## config.mk

```make
export PLATFORM = sky130hd
export DESIGN_NAME = cabac_bin_decoder
export DESIGN_NICKNAME = d
export VERILOG_FILES = /design/src/rtl/cabac_pkg.sv /design/src/rtl/cabac_lzc.sv /design/src/rtl/cabac_arith_core.sv /design/src/rtl/cabac_bin_decoder.sv
export SDC_FILE = /design/constraint.sdc
export NUM_CORES = 1
export LEC_CHECK = 0
export CAP_MARGIN = 20
export CORE_MARGIN = 5
export CORE_UTILIZATION = 30
export CTS_CLUSTER_DIAMETER = 60
export DETAILED_ROUTE_END_ITERATION = 8
export DONT_BUFFER_PORTS = 1
export PLACE_DENSITY = 0.49
export SLEW_MARGIN = 20
export SYNTH_ARGS = -nofsm -noshare
export SYNTH_HDL_FRONTEND = slang
export SYNTH_SLANG_ARGS = --single-unit
```

## constraint.sdc

```tcl
create_clock -name clk -period 6.4 [get_ports clk]
set_input_delay 0.32 -clock clk [delete_from_list [all_inputs] [get_ports clk]]
set_output_delay 0.32 -clock clk [all_outputs]
set_load 0.005 [all_outputs]
```

## src/rtl/cabac_pkg.sv

```systemverilog
// Shared command codes and controller states for the bin decoder.
// Assumes a 2-bit command field issued by the host processor.
package cabac_pkg;
    typedef enum logic [1:0] {
        OP_INIT = 2'd0,
        OP_CTX  = 2'd1,
        OP_EQP  = 2'd2,
        OP_NONE = 2'd3
    } op_e;

    typedef enum logic {
        ST_IDLE = 1'b0,
        ST_EXEC = 1'b1
    } fsm_e;
endpackage

```

## src/rtl/cabac_lzc.sv

```systemverilog
// Leading-zero counter for the renormalisation shift.
// Counts the zero bits above the most significant one of a W-bit value.
// Returns W for an all-zero input.
module cabac_lzc #(
    parameter int W   = 9,
    localparam int CW = $clog2(W + 1)
) (
    input  logic [W-1:0]  val,
    output logic [CW-1:0] zeros
);
    // Scan from the LSB upward, so the highest set bit wins last.
    always_comb begin
        zeros = CW'(W);
        for (int i = 0; i < W; i++) begin
            if (val[i]) zeros = CW'(W - 1 - i);
        end
    end
endmodule

```

## src/rtl/cabac_arith_core.sv

```systemverilog
// Range/offset datapath of the bin decoder.
// Performs the init load, the context-coded decision with one-step
// renormalisation, and the equiprobable decision.
// Assumes the head window holds at least RANGE_W valid bits,
// and that at most one of the do_* strobes is high in a cycle.
module cabac_arith_core #(
    parameter int RANGE_W = 9,
    parameter int HEAD_W  = 16,
    localparam int NB_W   = $clog2(RANGE_W + 1),
    localparam logic [RANGE_W-1:0] RANGE_INIT = RANGE_W'((1 << RANGE_W) - 2)
) (
    input  logic               clk,
    input  logic               rst_n,
    input  logic               do_init,
    input  logic               do_ctx,
    input  logic               do_eqp,
    input  logic               mps_in,
    input  logic [RANGE_W-1:0] rlps,
    input  logic [HEAD_W-1:0]  head,
    output logic [RANGE_W-1:0] range_q,
    output logic               bin,
    output logic               is_lps,
    output logic [NB_W-1:0]    nbits
);
    logic [RANGE_W-1:0]   offset_q;
    logic [RANGE_W-1:0]   rmps, r_sel, o_sel, ctx_rng, ctx_off, eqp_off;
    logic [NB_W-1:0]      shamt;
    logic [2*RANGE_W-1:0] joined;
    logic [RANGE_W:0]     eqp_ext;
    logic                 eqp_ge;

    // Context-coded decision between the LPS and MPS sub-ranges.
    always_comb begin
        rmps   = range_q - rlps;
        is_lps = (offset_q >= rmps);
        r_sel  = is_lps ? rlps : rmps;
        o_sel  = is_lps ? (offset_q - rmps) : offset_q;
    end

    cabac_lzc #(.W(RANGE_W)) u_lzc (.val(r_sel), .zeros(shamt));

    // One-step renormalisation: shift range and offset, pulling bits from the head.
    always_comb begin
        joined  = {o_sel, head[HEAD_W-1 -: RANGE_W]} << shamt;
        ctx_off = joined[2*RANGE_W-1 -: RANGE_W];
        ctx_rng = r_sel << shamt;
    end

    // Equiprobable decision with one new stream bit.
    always_comb begin
        eqp_ext = {offset_q, head[HEAD_W-1]};
        eqp_ge  = (eqp_ext >= {1'b0, range_q});
        eqp_off = eqp_ge ? RANGE_W'(eqp_ext - {1'b0, range_q}) : eqp_ext[RANGE_W-1:0];
    end

    // Result bin and consumed-bit count for the active command.
    always_comb begin
        bin   = do_ctx ? (is_lps ? ~mps_in : mps_in) : eqp_ge;
        nbits = do_init ? NB_W'(RANGE_W) : (do_ctx ? shamt : NB_W'(1));
    end

    // Arithmetic state update.
    always_ff @(posedge clk) begin
        if (!rst_n) begin
            range_q  <= RANGE_INIT;
            offset_q <= '0;
        end else if (do_init) begin
            range_q  <= RANGE_INIT;
            offset_q <= head[HEAD_W-1 -: RANGE_W];
        end else if (do_ctx) begin
            range_q  <= ctx_rng;
            offset_q <= ctx_off;
        end else if (do_eqp) begin
            offset_q <= eqp_off;
        end
    end

    a_r4_range_norm: assert property (@(posedge clk) disable iff (!rst_n)
        range_q[RANGE_W-1]);
    a_r1_init_load: assert property (@(posedge clk) disable iff (!rst_n)
        do_init |=> (range_q == RANGE_INIT) && (offset_q == $past(head[HEAD_W-1 -: RANGE_W])));
    a_r5_eqp_range_kept: assert property (@(posedge clk) disable iff (!rst_n)
        do_eqp |=> $stable(range_q));
endmodule

```

## src/rtl/cabac_bin_decoder.sv

```systemverilog
// Top of the bin decoder: command acceptance, table read, context update.
// A context decode reads the table word for its state, then executes
// one cycle later when the word arrives. Init and equiprobable commands
// execute in the accepting cycle. The consume strobe is combinational,
// so the bitstream register realigns on the same edge as the update.
module cabac_bin_decoder #(
    parameter int STATE_W = 6,
    parameter int RANGE_W = 9,
    parameter int LPS_W   = 8,
    parameter int HEAD_W  = 16,
    localparam int CTX_W  = STATE_W + 1,
    localparam int TBL_W  = 4 * LPS_W + 2 * STATE_W,
    localparam int NB_W   = $clog2(RANGE_W + 1)
) (
    input  logic               clk,
    input  logic               rst_n,
    input  logic               cmd_start,
    input  logic [1:0]         cmd_op,
    input  logic [CTX_W-1:0]   ctx_in,
    output logic               busy,
    output logic               done,
    output logic               bin_out,
    output logic [CTX_W-1:0]   ctx_out,
    output logic               tbl_rd_en,
    output logic [STATE_W-1:0] tbl_addr,
    input  logic [TBL_W-1:0]   tbl_rdata,
    input  logic [HEAD_W-1:0]  bs_head,
    output logic               bs_adv,
    output logic [NB_W-1:0]    bs_nbits
);
    import cabac_pkg::*;

    fsm_e               st_q;
    logic [CTX_W-1:0]   ctx_q;
    logic               accept, do_init, do_ctx, do_eqp;
    logic [RANGE_W-1:0] range_q, rlps;
    logic [1:0]         qidx;
    logic               core_bin, core_lps;
    logic [STATE_W-1:0] succ_mps, succ_lps, cur_state;
    logic               cur_mps;
    logic [CTX_W-1:0]   ctx_next;

    // Command decode: starts are taken only while idle.
    always_comb begin
        accept    = (st_q == ST_IDLE) && cmd_start;
        do_init   = accept && (cmd_op == OP_INIT);
        do_eqp    = accept && (cmd_op == OP_EQP);
        tbl_rd_en = accept && (cmd_op == OP_CTX);
        tbl_addr  = ctx_in[STATE_W-1:0];
        do_ctx    = (st_q == ST_EXEC);
        busy      = (st_q == ST_EXEC);
    end

    // Field extraction from the arriving table word.
    always_comb begin
        qidx      = range_q[RANGE_W-2 -: 2];
        rlps      = RANGE_W'(tbl_rdata[qidx*LPS_W +: LPS_W]);
        succ_mps  = tbl_rdata[4*LPS_W +: STATE_W];
        succ_lps  = tbl_rdata[4*LPS_W+STATE_W +: STATE_W];
        cur_state = ctx_q[STATE_W-1:0];
        cur_mps   = ctx_q[STATE_W];
    end

    cabac_arith_core #(.RANGE_W(RANGE_W), .HEAD_W(HEAD_W)) u_core (
        .clk(clk), .rst_n(rst_n),
        .do_init(do_init), .do_ctx(do_ctx), .do_eqp(do_eqp),
        .mps_in(cur_mps), .rlps(rlps), .head(bs_head),
        .range_q(range_q), .bin(core_bin), .is_lps(core_lps), .nbits(bs_nbits)
    );

    // Successor context word.
    always_comb begin
        if (core_lps)
            ctx_next = {cur_mps ^ (cur_state == '0), succ_lps};
        else
            ctx_next = {cur_mps, succ_mps};
        bs_adv = do_init || do_eqp || do_ctx;
    end

    // Controller state and registered results.
    always_ff @(posedge clk) begin
        if (!rst_n) begin
            st_q    <= ST_IDLE;
            ctx_q   <= '0;
            done    <= 1'b0;
            bin_out <= 1'b0;
            ctx_out <= '0;
        end else begin
            done <= do_init || do_eqp || do_ctx;
            if (tbl_rd_en) begin
                st_q  <= ST_EXEC;
                ctx_q <= ctx_in;
            end else if (do_ctx) begin
                st_q <= ST_IDLE;
            end
            if (do_eqp || do_ctx) bin_out <= core_bin;
            if (do_ctx) ctx_out <= ctx_next;
        end
    end

    a_r7_read_then_exec: assert property (@(posedge clk) disable iff (!rst_n)
        tbl_rd_en |=> busy);
    a_r8_exec_one_cycle: assert property (@(posedge clk) disable iff (!rst_n)
        busy |=> !busy);
    a_r6_no_read_when_busy: assert property (@(posedge clk) disable iff (!rst_n)
        busy |-> !tbl_rd_en);
    a_r3_mps_kept: assert property (@(posedge clk) disable iff (!rst_n)
        (busy && !core_lps) |=> ctx_out[STATE_W] == $past(ctx_q[STATE_W]));
endmodule

```

==> key figures <==
Hold path
  • Hold Crit Depth: 2
  • Worst Hold Launch: ctx_in[6]
  • Hold Path Class: input pin to register
  • Hold endpoint: ctx_q[6]

STA
  • Worst-Margin Slew: 0.5564 ns
  • Post-route setup TNS: 0 ns
  • Tcrit/Tclk final: 94.55%
  • Final Hold Vio Count: 0
  • Achievable Freq: 165.3 MHz
  • Relative slew slack: 62.57%
  • Final min period: 6.051 ns
  • Slew Limit Fails: 0
  • Min Hold Slack: 0.1675 ns
  • Clk_skew: 0.004370 ns
  • RSZ-0062 raised after global routing: false
  • Final setup violation count: 0
  • Final setup margin: 0.3491 ns

Place
  • Setup WS pre-CTS: 0.2863 ns
  • Placed inst area: 0.004624 mm²
  • Final Wtd Congestion: 0.9049
  • DP HPWL: 12.32 mm
  • Count of input and output buffers: 0

Die
  • Starting density of the core: 30.42%
  • Num rows: 44
  • Die width: 130.9 µm
  • Total die area: 0.01715 mm²
  • # IOs: 94
  • Die height: 130.9 µm
  • Core footprint: 0.01442 mm²

Critical path
  • Critical-path top delay cell: mux4_1
  • Most used cell, CP: buf_4
  • Critical Path End Type: register
  • Worst path cell trace: buf_4 -> mux4_1 -> inv_1 -> ha_1 -> nor2_1 -> a21oi_1 -> o21ai_0 -> xnor2_1 -> inv_1 -> ha_1 -> nand4_1 -> o21ai_1 -> o31ai_4 -> a21o_1 -> buf_4 -> mux2i_1 -> buf_4 -> nor2_1 -> nand2_1 -> o311a_1 -> nand3_1
  • Crit path required time: 6.62 ns
  • WP data arrival: 6.28 ns
  • R2r setup slk: 0.35 ns
  • Crit path launch type: register
  • Critical path class: register to register
  • Reg2Reg Launch Point: u_core.range_q[6]
  • Worst-path maximum fanout: 16
  • Crit-path max cell delay: 0.65 ns
  • Delay-heaviest family, CP: compound AO/OA/AOI/OAI gates
  • Reg2Reg Depth: 21
  • Worst r2r dst: u_core.offset_q[7]
  • Worst path bufs/invs: 5

Final layout
  • Design Area, Final: 0.004768 mm²
  • Layout cells sized above 1: 10.31%
  • FILL cells: 1542
  • Antenna Cells: 0
  • Synthesis-to-finish area growth: 8.668%
  • Final core utilization: 33.06%
  • Final nets: 683

Global routing
  • Overflow after GRT: 0
  • GR peak layer: met2
  • Grt met2 use: 28.82%
  • M1 GR Usage: 24.90%
  • Pin count of the biggest net entering global routing: 40
  • Vias in the first global route: 4142
  • Met3 Usage GRT: 2.764%
  • First-pass GRT wire length: 23.95 mm
  • Initial antenna violation count: 0
  • GRT Resource Usage Total: 17.65%

Yosys
  • Avg Cell Area, Syn: 7.514 µm²
  • Cells after synthesis: 584
  • Syn_nets: 685
  • Synth top area share: 15.97%
  • Register area share after synthesis: 15.97%
  • Yosys warns: 0
  • Fraction of registers with async set/reset: 0%
  • Synth area leader: dfxtp_1
  • Post-Syn Area: 0.004388 mm²
  • Main synth FF type: dfxtp_1
  • Netlist cell types: 77
  • #FFs+latches synth: 35
  • Post-synth EDFFs: 0
  • Top cells by area, synth: dfxtp_1 16%, ha_1 7.4%, nand2_1 6.2%, mux2i_1 5.2%, nor2_1 4.9%

CTS
  • Clk sinks: 35
  • Root buf cell: clkbuf_16
  • Post-CTS setup buffer count: 0
  • Total CTS buffers: 5
  • Clock Pin Slew Worst Setup and Hold Paths: 0.06 ns
  • Clock Path Buffers: 2
  • Post-cts resize count: 0
  • H-tree level count: 2
  • Clk_lat worst skew: 0.28 ns
  • Post-CTS Hold Buffers: 0
  • CTS tree: done

Route
  • Vias per cell: 5.896
  • WL/cell: 20.24 µm
  • Residual DRC: 0
  • Drt pass-1 iters: 6
  • Via count: 4516
  • Routed wire length: 15.50 mm
  • DRT iter0 DRCs: 500
  • Routed Antenna Nets: 0

Outcome
  • Status: finished clean

Job
  • Max-Cap Viols: 0

Power and ir drop
  • Leakage: 1.907 nW
  • VDD IR max: 0.1519 mV
  • PD cells: 468.6 mW/mm²
state kept, by name (all words and copies together), names as in the netlist:
| name | flops |
|---|---|
| bin_out | 1 |
| busy | 1 |
| ctx_out | 7 |
| ctx_q | 7 |
| done | 1 |
| u_core.offset_q | 9 |
| u_core.range_q | 9 |
worst max-delay path by stage:
stage | startpoint | endpoint | slack (ns) | depth (start not counted)
2_1_floorplan | u_core.range_q[6] | u_core.offset_q[3] | 1.05 | 20
6_report | u_core.range_q[6] | u_core.offset_q[7] | 0.35 | 21
3_3_place_gp | u_core.range_q[6] | u_core.offset_q[7] | 0.38 | 21
4_1_cts | u_core.range_q[6] | u_core.offset_q[3] | 0.27 | 21
5_1_grt | u_core.range_q[6] | u_core.offset_q[7] | 0.03 | 21
3_5_place_dp | u_core.range_q[6] | u_core.offset_q[3] | 0.29 | 21
through the flow:
step	power, W	cells
2_1_floorplan	0.001513	584
6_report	0.002234	766
4_1_cts	0.002203	766
3_5_place_dp	0.001944	759
5_1_grt	0.002391	766
3_3_place_gp	0.001938	759
report_power, final:
part,switching [W],internal (W)
Clock,0.0000970,0.000152
Sequential,0.0000332,0.000233
Combinational,0.00102,0.000694
cell type report:
class / count / area [µm²] / share of cell area (%)
Clock buffer: 6 / 138.9 / 2.913
Clock inverter: 1 / 5.005 / 0.1050
Inverter: 37 / 138.9 / 2.913
Multi-Input combinational cell: 479 / 3374 / 70.77
Sequential cell: 35 / 700.7 / 14.69
Tap cell: 184 / 230.2 / 4.828
Timing Repair Buffer: 24 / 180.2 / 3.779
placed cells by master (no fill, tap or decap), types with 4 or more instances in the layout:
master      n
a211oi_1   11
a21boi_0    7
a21o_1      8
a21oi_1    32
a221o_1     4
a22oi_1     4
a311oi_1   11
a31oi_1    10
buf_4      24
clkbuf_16   5
dfxtp_1    35
ha_1       26
inv_1      34
mux2_2      7
mux2i_1    22
mux4_1      5
nand2_1    72
nand2b_1   11
nand3_1    17
nand4_1    10
nor2_1     57
nor2b_1    12
nor3_1      7
o211ai_1    6
o21ai_0    33
o221ai_1    4
o22ai_1     9
xnor2_1    17
layer usage:
layer	up-vias	wire length, µm	share of wire (%)
met2	185	7539	49
li1	2160	-	-
met1	2156	6711	43
met4	0	156	1.0
met3	15	1096	7.1
met5	-	0	0
synthesized netlist by cell type (all sizes together) (6+ instances only):
cell type,count
inv,34
mux2i,23
ha,26
nand4,10
a211oi,13
mux2,7
o21ai,38
a311oi,11
buf,18
o211ai,6
nand2,72
nand3,17
mux4,8
a21boi,7
a31oi,11
nor2,57
clkbuf,15
o22ai,9
nand2b,12
a21oi,33
a21o,8
nor2b,12
dfxtp,35
nor3,8
xnor2,17
kinds of logic after synthesis:
| logic type | count (synthesis) | synth area share, % |
|---|---|---|
| compound gates | 186 | 30.37 |
| xor+xnor | 20 | 3.992 |
| fa+ha+maj | 30 | 9.011 |
| buf+inv | 70 | 7.214 |
| flops | 35 | 15.97 |
| mux | 38 | 11.58 |
| simple gates | 205 | 21.87 |
No activity file was read; power rests on OpenSTA's default activity.
